$ cat src/rtl/pscfg_pkg.sv
package pscfg_pkg;

    typedef enum logic [2:0] {
        PH_IDLE,
        PH_REBOOT,
        PH_PREP,
        PH_WAIT,
        PH_SHIFT,
        PH_DONE,
        PH_FAIL
    } phase_e;

    localparam int CLK_PIN  = 0;
    localparam int DATA_PIN = 6;

    localparam logic [7:0] REBOOT_EVEN = 8'h84;
    localparam logic [7:0] REBOOT_ODD  = 8'h88;
    localparam logic [7:0] PREP_FIRST  = 8'h03;
    localparam logic [7:0] PREP_REST   = 8'h01;

    function automatic logic [7:0] bit_image(input logic d, input logic c);
        logic [7:0] img;
        img           = 8'h00;
        img[DATA_PIN] = d;
        img[CLK_PIN]  = c;
        return img;
    endfunction

endpackage

$ cat src/rtl/pscfg_hold_timer.sv
module pscfg_hold_timer #(
    parameter int HOLD_W = 8
) (
    input  logic              clk,
    input  logic              rst_n,
    input  logic              run,
    input  logic [HOLD_W-1:0] hold_cycles,
    output logic              step
);
    logic [HOLD_W-1:0] cnt_d, cnt_q;
    logic [HOLD_W-1:0] limit;

    always_comb begin
        limit = (hold_cycles == '0) ? '0 : hold_cycles - 1'b1;
        step  = run && (cnt_q >= limit);
        cnt_d = (!run || step) ? '0 : cnt_q + 1'b1;
    end

    always_ff @(posedge clk or negedge rst_n) begin
        if (!rst_n) cnt_q <= '0;
        else        cnt_q <= cnt_d;
    end

    AST_TIMER_IDLE_ZERO: assert property (@(posedge clk) disable iff (!rst_n)
        !run |=> (cnt_q == '0));
endmodule

$ cat src/rtl/pscfg_init_watch.sv
module pscfg_init_watch #(
    parameter int TO_W = 16
) (
    input  logic            clk,
    input  logic            rst_n,
    input  logic            ready_raw,
    input  logic            arm,
    input  logic [TO_W-1:0] timeout_cycles,
    output logic            ready_seen,
    output logic            timed_out
);
    typedef struct packed {
        logic            s1;
        logic            s2;
        logic [TO_W-1:0] cnt;
    } watch_t;

    watch_t st_d, st_q;

    always_comb begin
        st_d      = st_q;
        st_d.s1   = ready_raw;
        st_d.s2   = st_q.s1;
        timed_out = arm && (st_q.cnt == timeout_cycles);
        ready_seen = arm && st_q.s2;
        if (!arm)           st_d.cnt = '0;
        else if (!timed_out) st_d.cnt = st_q.cnt + 1'b1;
    end

    always_ff @(posedge clk or negedge rst_n) begin
        if (!rst_n) st_q <= '0;
        else        st_q <= st_d;
    end

    AST_WAIT_CNT_BOUND: assert property (@(posedge clk) disable iff (!rst_n)
        arm |-> (st_q.cnt <= timeout_cycles));
endmodule

$ cat src/rtl/pscfg_loader.sv
module pscfg_loader
    import pscfg_pkg::*;
#(
    parameter int HOLD_W        = 8,
    parameter int TO_W          = 16,
    parameter int REBOOT_STATES = 8,
    parameter int PREP_HIGH     = 2,
    parameter int PREP_LOW      = 7
) (
    input  logic              clk,
    input  logic              rst_n,
    input  logic              start,
    input  logic [HOLD_W-1:0] hold_cycles,
    input  logic [TO_W-1:0]   timeout_cycles,
    input  logic [7:0]        byte_data,
    input  logic              byte_valid,
    input  logic              byte_last,
    output logic              byte_ready,
    input  logic              cfg_ready_in,
    output logic [7:0]        pin_out,
    output logic              done,
    output logic              error
);
    localparam int PREP_STATES = PREP_HIGH + PREP_LOW;
    localparam int MAX_STATES  = (REBOOT_STATES > PREP_STATES) ? REBOOT_STATES : PREP_STATES;
    localparam int IDX_W       = $clog2(MAX_STATES + 1);
    localparam logic [IDX_W-1:0] REBOOT_END = IDX_W'(REBOOT_STATES - 1);
    localparam logic [IDX_W-1:0] PREP_END   = IDX_W'(PREP_STATES - 1);
    localparam logic [IDX_W-1:0] PREP_SPLIT = IDX_W'(PREP_HIGH);

    typedef struct packed {
        phase_e           phase;
        logic [IDX_W-1:0] idx;
        logic [7:0]       shreg;
        logic [2:0]       bitn;
        logic             low_half;
        logic             have_byte;
        logic             last_byte;
        logic [7:0]       pin;
        logic             done;
        logic             err;
    } state_t;

    state_t st_d, st_q;
    logic   run, step, arm, ready_seen, timed_out, final_img;
    logic [IDX_W-1:0] idx_nx;

    pscfg_hold_timer #(.HOLD_W(HOLD_W)) u_timer (
        .clk(clk), .rst_n(rst_n), .run(run),
        .hold_cycles(hold_cycles), .step(step)
    );

    pscfg_init_watch #(.TO_W(TO_W)) u_watch (
        .clk(clk), .rst_n(rst_n), .ready_raw(cfg_ready_in), .arm(arm),
        .timeout_cycles(timeout_cycles),
        .ready_seen(ready_seen), .timed_out(timed_out)
    );

    always_comb begin
        run = (st_q.phase == PH_REBOOT) || (st_q.phase == PH_PREP) ||
              ((st_q.phase == PH_SHIFT) && st_q.have_byte);
        arm = (st_q.phase == PH_WAIT);
        final_img = st_q.have_byte && st_q.low_half && (st_q.bitn == 3'd0) && step;
        byte_ready = (st_q.phase == PH_SHIFT) &&
                     (!st_q.have_byte || (final_img && !st_q.last_byte));
        idx_nx = st_q.idx + 1'b1;
        st_d   = st_q;

        case (st_q.phase)
            PH_IDLE, PH_DONE, PH_FAIL: begin
                if (start) begin
                    st_d.phase     = PH_REBOOT;
                    st_d.idx       = '0;
                    st_d.pin       = REBOOT_EVEN;
                    st_d.done      = 1'b0;
                    st_d.err       = 1'b0;
                    st_d.have_byte = 1'b0;
                end
            end
            PH_REBOOT: begin
                if (step) begin
                    if (st_q.idx == REBOOT_END) begin
                        st_d.phase = PH_PREP;
                        st_d.idx   = '0;
                        st_d.pin   = (PREP_HIGH > 0) ? PREP_FIRST : PREP_REST;
                    end else begin
                        st_d.idx = idx_nx;
                        st_d.pin = idx_nx[0] ? REBOOT_ODD : REBOOT_EVEN;
                    end
                end
            end
            PH_PREP: begin
                if (step) begin
                    if (st_q.idx == PREP_END) begin
                        st_d.phase = PH_WAIT;
                    end else begin
                        st_d.idx = idx_nx;
                        st_d.pin = (idx_nx < PREP_SPLIT) ? PREP_FIRST : PREP_REST;
                    end
                end
            end
            PH_WAIT: begin
                if (ready_seen) begin
                    st_d.phase = PH_SHIFT;
                end else if (timed_out) begin
                    st_d.phase = PH_FAIL;
                    st_d.pin   = 8'h00;
                    st_d.err   = 1'b1;
                end
            end
            PH_SHIFT: begin
                if (st_q.have_byte && step) begin
                    if (!st_q.low_half) begin
                        st_d.pin      = bit_image(st_q.shreg[7], 1'b0);
                        st_d.low_half = 1'b1;
                    end else if (st_q.bitn != 3'd0) begin
                        st_d.shreg    = {st_q.shreg[6:0], 1'b0};
                        st_d.bitn     = st_q.bitn - 3'd1;
                        st_d.low_half = 1'b0;
                        st_d.pin      = bit_image(st_q.shreg[6], 1'b1);
                    end else begin
                        st_d.have_byte = 1'b0;
                        if (st_q.last_byte) begin
                            st_d.phase = PH_DONE;
                            st_d.pin   = 8'h00;
                            st_d.done  = 1'b1;
                        end
                    end
                end
                if (byte_ready && byte_valid) begin
                    st_d.shreg     = byte_data;
                    st_d.last_byte = byte_last;
                    st_d.bitn      = 3'd7;
                    st_d.low_half  = 1'b0;
                    st_d.have_byte = 1'b1;
                    st_d.pin       = bit_image(byte_data[7], 1'b1);
                end
            end
            default: st_d = st_q;
        endcase
    end

    always_ff @(posedge clk or negedge rst_n) begin
        if (!rst_n) begin
            st_q       <= '0;
            st_q.phase <= PH_IDLE;
        end else begin
            st_q <= st_d;
        end
    end

    assign pin_out = st_q.pin;
    assign done    = st_q.done;
    assign error   = st_q.err;

    AST_HOLD_STEADY: assert property (@(posedge clk) disable iff (!rst_n)
        (run && !step) |=> $stable(pin_out));
    AST_SHIFT_PINS: assert property (@(posedge clk) disable iff (!rst_n)
        (st_q.phase == PH_SHIFT && st_q.have_byte) |-> ((pin_out & 8'hBE) == 8'h00));
    AST_READY_PHASE: assert property (@(posedge clk) disable iff (!rst_n)
        byte_ready |-> (st_q.phase == PH_SHIFT));
    AST_FLAGS_IDLE_PINS: assert property (@(posedge clk) disable iff (!rst_n)
        (done || error) |-> (pin_out == 8'h00));
    AST_FLAG_EXCLUSIVE: assert property (@(posedge clk) disable iff (!rst_n)
        !(done && error));
    AST_ERR_STICKY: assert property (@(posedge clk) disable iff (!rst_n)
        (error && !start) |=> error);
endmodule

$ cat config.mk
export PLATFORM = sky130hd
export DESIGN_NAME = pscfg_loader
export DESIGN_NICKNAME = d
export VERILOG_FILES = /design/src/rtl/pscfg_pkg.sv /design/src/rtl/pscfg_hold_timer.sv /design/src/rtl/pscfg_init_watch.sv /design/src/rtl/pscfg_loader.sv
export SDC_FILE = /design/constraint.sdc
export NUM_CORES = 1
export LEC_CHECK = 0
export CORE_ASPECT_RATIO = 2
export CORE_MARGIN = 10
export CORE_UTILIZATION = 64
export CTS_CLUSTER_SIZE = 20
export DETAILED_ROUTE_END_ITERATION = 7
export DONT_BUFFER_PORTS = 1
export PLACE_DENSITY = 0.84
export SYNTH_ARGS = -nofsm -noshare
export SYNTH_HDL_FRONTEND = slang
export SYNTH_SLANG_ARGS = --single-unit
export TNS_END_PERCENT = 30
$ cat constraint.sdc
create_clock -name clk -period 3.85 [get_ports clk]
set_clock_uncertainty 0.15 [all_clocks]
set_input_delay 0.385 -clock clk [delete_from_list [all_inputs] [get_ports clk]]
set_output_delay 0.385 -clock clk [all_outputs]
set_load 0.005 [all_outputs]
==> results of run 1 <==
## worst max path at each step
stage                               from                endpoint
final                     hold_cycles[0]              byte_ready
after floorplan           hold_cycles[0]  pin_out[1]$_DFFE_PN0P_
after detailed placement  hold_cycles[0]  pin_out[7]$_DFFE_PN0P_
after global routing      hold_cycles[0]              byte_ready
after global placement    hold_cycles[0]  pin_out[1]$_DFFE_PN0P_
after CTS                 hold_cycles[0]              byte_ready
## registers in the layout, summed over array words and instances, names as in the netlist
signal         count
u_timer.cnt_q      8
u_watch.st_q      17
st_q              21
error              1
done               1
pin_out            6
u_watch.st_d       1
## synthesized netlist by cell type, types with 5 or more instances
cell       n
o21ai_1    5
xor2_1    10
a21oi_1   12
nor3_1    11
buf_4      9
nand2b_1   5
nor4_1     9
xnor2_1   31
dfrtp_1   55
mux2i_1    9
nor2_1    44
o21ai_0   17
inv_1     14
nand4_1    9
nand3b_1   5
buf_2      9
nor2b_1   14
nand2_1   40
clkbuf_1   6
ha_1      15
nand3_1   15
## power by group through the flow
stage                     Clock, uW  Combinational [uW]  Sequential, uW
after detailed placement          0                 776             868
after CTS                       405                 795             857
after floorplan                   0                 730             777
after global routing            426                 895             881
final                           398                 795             857
after global placement            0                 751             863
## per-stage QoR
stage / std cells / hold WS, ns
2_1_floorplan: 408 / -0.06059
3_3_place_gp: 446 / -0.05897
3_5_place_dp: 446 / -0.05882
4_1_cts: 457 / 0.03039
5_1_grt: 457 / 0.03337
6_report: 457 / 0.03309
## final cells by class
cell class	instances	area [um2]
clock inverters	2	35.03
inverters	15	56.30
fillers	439	1710
multi-input cells	313	2062
flip-flops and latches	55	1376
repair buffers	6	70.07
well taps	60	75.07
clock buffers	6	82.58
## worst reg2reg max path, cell delays in order, from the launching register on
cell      delay, ns
dfrtp_1        0.41
nor2_1         0.18
ha_1           0.49
nand3b_1       0.36
o31ai_4        0.75
o21ba_2        0.26
a32oi_1        0.18
## layer usage
metal / share of wire [%] / vias to the layer above / global-route usage, % / routed length [um]
met5: 0 / - / 0 / 0
met1: 36 / 1359 / 17.23 / 2911
li1: - / 1391 / - / -
met3: 6.1 / 23 / 4.996 / 495
met2: 55 / 79 / 33.71 / 4479
met4: 2.9 / 0 / 7.277 / 236
## kinds of logic (layout without fill, tap and decap cells)
family	count (synthesis)	count (layout)	synth area share, %
AND/OR/NAND/NOR	170	170	23.43
AO/OA/AOI/OAI	72	72	14.31
flip-flops	55	55	37.84
XOR/XNOR	41	41	9.873
buffers and inverters	40	29	5.572
adder cells (fa/ha/maj)	15	15	5.160
multiplexers	13	13	3.715
other	1	2	0.1031
## cells in the final DEF (no fill, tap or decap), types with 4 or more instances in the layout
cell,n
a21oi_1,12
and2_1,4
clkbuf_8,6
dfrtp_1,55
ha_1,15
inv_1,14
mux2i_1,9
nand2_1,40
nand2b_1,5
nand3_1,15
nand3b_1,5
nand4_1,9
nor2_1,44
nor2b_1,14
nor3_1,11
nor3b_1,4
nor4_1,9
o21ai_0,17
o21ai_1,5
xnor2_1,31
xor2_1,10
==> flow_summary.yaml, run 1 <==
outcome:
  status: "completed"
worst_setup_path:
  reg2reg_to: "pin_out[0]$_DFFE_PN0P_"
  path_depth: 13
  r2r_start: "st_q[13]$_DFFE_PN0P_"
  crit_buf_inv: 1
  cp_cell_sequence: "inv_1, ha_1, nor2b_1, nand3b_1, or3_1, and2_1, ha_1, nand2b_1, a2111o_1, a21oi_4, nor2_1, nor2_1, nor2_1"
  r2r_slack_ns: 1.00
  cp-end-kind: "primary output"
  reg2reg_depth: 6
  critPathMaxStageDelay_ns: 0.50
  critPathRequiredTime_ns: 3.31
  cpMaxStageDelayCell: "a2111o_1"
  cpMostUsedCell: "nor2_1"
  cp_max_fo: 7
  crit_type: "in -> out"
  start_kind: "primary input"
  critical-path-top-delay-family: "simple AND/OR/NAND/NOR gates"
  critPathArrivalTime_ns: 3.00
logic_synthesis:
  syn_area_um2: 3637
  yosysTopAreaCell: "dfrtp_1"
  synth_cells: 407
  synthFlopType: "dfrtp_1"
  synth_edf_count: 0
  async_flop_share_pct: 100.0
  synth_cell_types: 61
  synth_top_area_share_pct: 37.84
  yosys-top-cells-area: "dfrtp_1 (38%), xnor2_1 (7.5%), ha_1 (5.2%)"
  synth_warnings: 0
  avgSynthCellArea_um2: 8.937
  synth-seq-cells: 55
  synth-seq-area-share_pct: 37.84
cts:
  holdBufCountCts: 3
  clk_pin_slew_ns: 0.09
  cts_buffer_depth: 2
  postCtsSetupBuffers: 0
  cts_made_buffers: 5
  cts_tree: "built"
  cts_root_buffer: "clkbuf_8"
  cts.sinks: 55
  insertion_delay_ns: 0.32
  cts_resized: 0
  cts_max_level: 2
grt:
  antenna_found_initial: 0
  grt_overflow: 0
  grt_first_pass_wirelength_um: 13660
  grt_max_degree: 56
  grt_pass1_vias: 2920
  grtUsageTotal_pct: 17.97
sta:
  timing.final.max_slew_violations: 0
  fin_crit_ns: 3.539
  setup_tns_ns: 0
  tightest_slew_ns: 0.7547
  max-slew-margin-rel_pct: 49.69
  max_freq_mhz: 282.5
  worst_slack_ns: 0.3107
  min_period_over_period_pct: 91.93
  hold_viol: 0
  rsz0062_at_grt: "false"
  finalSetupViolCount: 0
worst_hold_path:
  hold_end: "st_q[10]$_DFFE_PN0P_"
  worstHoldStart: "byte_last"
  min_path_type: "in -> reg"
  hold_depth: 2
detailed_routing:
  ant_nets: 0
  wirelength_um: 8122
  drc: 0
  wl_per_cell_um: 17.77
  vias: 2852
  avgViaCountPerCell: 6.241
  drtPass1Iterations: 4
  drt-initial-drc-count: 213
power:
  finalPower_uw: 2050
  leakage_uw: 0.001539
  p_sw_share_pct: 39.54
  p_comb_share_pct: 38.8
  p_int_uw: 1239
  power_density_nw_per_um2: 545.6
  seq_power_share_pct: 41.8
  pwr-share-clk_pct: 19.4
  vdd_drop_max_mv: 0.6740
  power.net_switching_uw: 810.5
layout:
  diodes: 0
  final_util_pct: 68.72
  area_growth_syn_to_layout_pct: 3.302
  fin_area_um2: 3757
  fin_nets: 449
  drive_gt1_share_pct: 6.801
placement:
  dp_hpwl_um: 6238
  io_buffers: 0
  placed_area_um2: 3592
  globalplace.congestion: 0.9685
  place_ws_ns: 0.06794
floorplan:
  dieHeight_um: 126.6
  ioPinCount: 49
  die-area_um2: 9281
  die_x_um: 73.31
  start_util_pct: 66.52
  fp-row-count: 38
  core-area_um2: 5468
flow_run:
  maxCapViolations: 0
Note: power is estimated with default switching activity, not from simulation.
==> inputs of run 2 (changes only) <==
ABC_AREA = 1   (was not set)
CORE_UTILIZATION = 35   (was 64)
PLACE_DENSITY = 0.53   (was 0.84)
TNS_END_PERCENT = 50   (was 30)
==> run 2 against run 1 <==
Combinational power increased by 12%. Register-to-register slack improved by 0.45 ns. Critical path depth increased by 6. Critical endpoint is now st_q[14]$_DFFE_PN0P_. Power increased by 12%. Maximum frequency increased by 21%. Final area increased by 9.0%. Largest power group is now combinational cells. Die area increased by 69%. Synthesized cell count increased by 34%.
==> flow_summary.yaml, run 2 <==
outcome:
  status: "completed"
logic_synthesis:
  synth_cells: 547
  synth_top_area_share_pct: 36.11
  netlist_top_cells_count: "nand2_1 (172), inv_1 (76), dfrtp_1 (55)"
  synthMostInstantiatedCell: "nand2_1"
  syn_area_um2: 3811
  async_flop_share_pct: 100.0
  synth-seq-area-share_pct: 36.11
  avgSynthCellArea_um2: 6.967
  synth_edf_count: 0
  yosysTopAreaCell: "dfrtp_1"
  synth_warnings: 0
  synthFlopType: "dfrtp_1"
  yosys-top-cells-area: "dfrtp_1 (36%), nand2_1 (17%), inv_1 (7.5%)"
  synth_cell_types: 42
  synth-seq-cells: 55
layout:
  n_fill_cell: 1168
  layout_common_cells: "nand2_1 (172), inv_1 (76), dfrtp_1 (55), nor2_1 (46), nand3_1 (31)"
  diodes: 0
  fin_area_um2: 4095
  top_register: "st_q"
  top_regs: "st_q: 21 flops, u_watch.st_q: 17 flops, u_timer.cnt_q: 8 flops"
  drive_gt1_share_pct: 8.073
  fin_nets: 597
  mostFrequentLayoutCell: "nand2_1"
  area_growth_syn_to_layout_pct: 7.452
  largest_reg_flops: 21
worst_setup_path:
  critPathMaxStageDelay_ns: 0.27
  crit_type: "in -> reg"
  cpMaxStageDelayCell: "ha_1"
  critPathArrivalTime_ns: 2.93
  cp-end-kind: "flop"
  cp_max_fo: 18
  critPathRequiredTime_ns: 3.86
  critical-path-top-delay-family: "simple AND/OR/NAND/NOR gates"
  start_kind: "primary input"
  cp_cell_sequence: "inv_1, ha_1, nand2_1, inv_1, nand2_1, nor3_1, inv_1, o21ai_0, ha_1, a21oi_1, o21a_1, nand2_1, nand2_1, nand2_2, nand2_2, buf_4, inv_1, o21ai_0, o21ai_0"
  crit_buf_inv: 5
detailed_routing:
  drt-initial-drc-count: 168
  wirelength_um: 9343
  drc: 0
  wl_per_cell_um: 13.70
  vias: 3304
  drtPass1Iterations: 4
  avgViaCountPerCell: 4.845
  ant_nets: 0
grt:
  grt_overflow: 0
  grtUsageTotal_pct: 12.05
  antenna_found_initial: 0
  grt_max_degree: 56
  grt_pass1_vias: 3322
  grt_first_pass_wirelength_um: 15530
cts:
  cts_root_buffer: "clkbuf_16"
  cts_buffer_depth: 2
  cts_tree: "built"
  insertion_delay_ns: 0.30
  cts_made_buffers: 5
  cts.sinks: 55
  cts_max_level: 2
  clk_pin_slew_ns: 0.07
floorplan:
  die-area_um2: 15720
  ioPinCount: 49
  fp-row-count: 53
  dieHeight_um: 167.6
  die_x_um: 93.79
  start_util_pct: 35.92
  core-area_um2: 10610
sta:
  max_freq_mhz: 342.6
  tightest_slew_ns: 0.6448
  rsz0062_at_grt: "false"
  fin_crit_ns: 2.919
  min_period_over_period_pct: 75.82
  max-slew-margin-rel_pct: 56.56
  finalSetupViolCount: 0
  setup_tns_ns: 0
  timing.final.max_slew_violations: 0
  hold_viol: 0
power:
  pwr-share-clk_pct: 23.5
  p_int_uw: 1350
  power_density_nw_per_um2: 558.4
  vdd_drop_max_mv: 0.2553
  power.net_switching_uw: 936.9
  p_sw_share_pct: 40.97
  seq_power_share_pct: 37.6
  finalPower_uw: 2287
  p_comb_share_pct: 38.9
  leakage_uw: 0.002086
placement:
  globalplace.congestion: 0.8373
  placed_area_um2: 3874
  io_buffers: 0
  dp_hpwl_um: 7332
flow_run:
  maxCapViolations: 0
worst_hold_path:
  min_path_type: "in -> reg"
run 2: cell count changes in the layout (fill, tap and decap cells not counted), moves of 5 or more:
cell / previous run / this run
or2_2: 0 / 5
nand3_1: 15 / 31
mux2i_1: 9 / 0
nand2_1: 40 / 172
nand2b_1: 5 / 0
o21ai_0: 17 / 26
nor4_1: 9 / 2
o21ai_2: 0 / 11
clkbuf_16: 0 / 5
inv_1: 14 / 76
nor2b_1: 14 / 0
clkbuf_8: 6 / 1
xnor2_1: 31 / 1
run 2: cell families (layout without fill, tap and decap cells):
| group | after synthesis | after routing | share of synthesized area, % |
|---|---|---|---|
| DFF | 55 | 55 | 36.11 |
| buffers and inverters | 98 | 95 | 11.42 |
| AOI/OAI and AO/OA | 70 | 70 | 11.26 |
| adders and majority gates | 15 | 15 | 4.924 |
| and+or+nand+nor | 297 | 297 | 33.65 |
| other | 1 | 2 | 0.09840 |
| xor gates and xnor gates | 11 | 11 | 2.528 |
run 2: final cells by class:
type	count	area [um2]	area share [%]
clock inverters	2	35.03	0.8555
multi-input cells	395	2003	48.92
flip-flops and latches	55	1376	33.61
clock buffers	6	138.9	3.391
well taps	137	171.4	4.186
repair buffers	5	62.56	1.528
inverters	82	307.8	7.516
run 2: power by group through the flow:
stage / sequential, uW / combinational [uW] / clock (uW)
after floorplan: 819 / 766 / 0
after global placement: 868 / 870 / 0
after detailed placement: 874 / 882 / 0
after CTS: 864 / 903 / 559
after global routing: 883 / 1040 / 577
final: 860 / 889 / 537
run 2: final timing paths:
kind | slack (ns) | depth (start not counted) | endpoint | start
setup / recovery | 0.93 | 19 | st_q[14]$_DFFE_PN0P_ | hold_cycles[0]
hold / removal | 0.02 | 1 | done$_DFFE_PN0P_ | start
setup reg to reg | 1.45 | 14 | st_q[14]$_DFFE_PN0P_ | u_timer.cnt_q[2]$_DFF_PN0_
hold reg to reg | 0.22 | 0 | u_watch.st_q[16]$_DFF_PN0_ | u_watch.st_d[16]$_DFF_PN0_
max in group asynchronous | 2.83 | 2 | u_watch.st_q[1]$_DFFE_PN0P_ | rst_n
min in group asynchronous | 0.49 | 2 | pin_out[2]$_DFFE_PN0P_ | rst_n
run 2: through the flow:
step | worst slack [ns] | std cells | hold slack (ns) | util, %
global placement | 0.6815 | 671 | -0.05761 | 36.51
global route | 0.5264 | 682 | 0.01395 | 38.60
finish | 0.9309 | 682 | 0.01967 | 38.60
floorplan | 1.134 | 548 | -0.06059 | -
detailed placement | 0.6041 | 671 | -0.05783 | 36.51
CTS | 0.9056 | 682 | 0.01130 | 38.60
run 2: what timing repair did:
item / in CTS / in global routing
hold buffers: 3 / 0
endpoints found under the hold margin: 56 / 0
resized for setup: 0 / 0
buffers inserted: 0 / 0
run 2: per-layer routing:
metal  up-vias  share of wire [%]  GRT usage, %
met5         -                  0             0
met4         0                1.6         4.252
met3        11                5.1         3.000
met2        54                 56         23.03
met1      1527                 38         11.82
li1       1712                  -             -
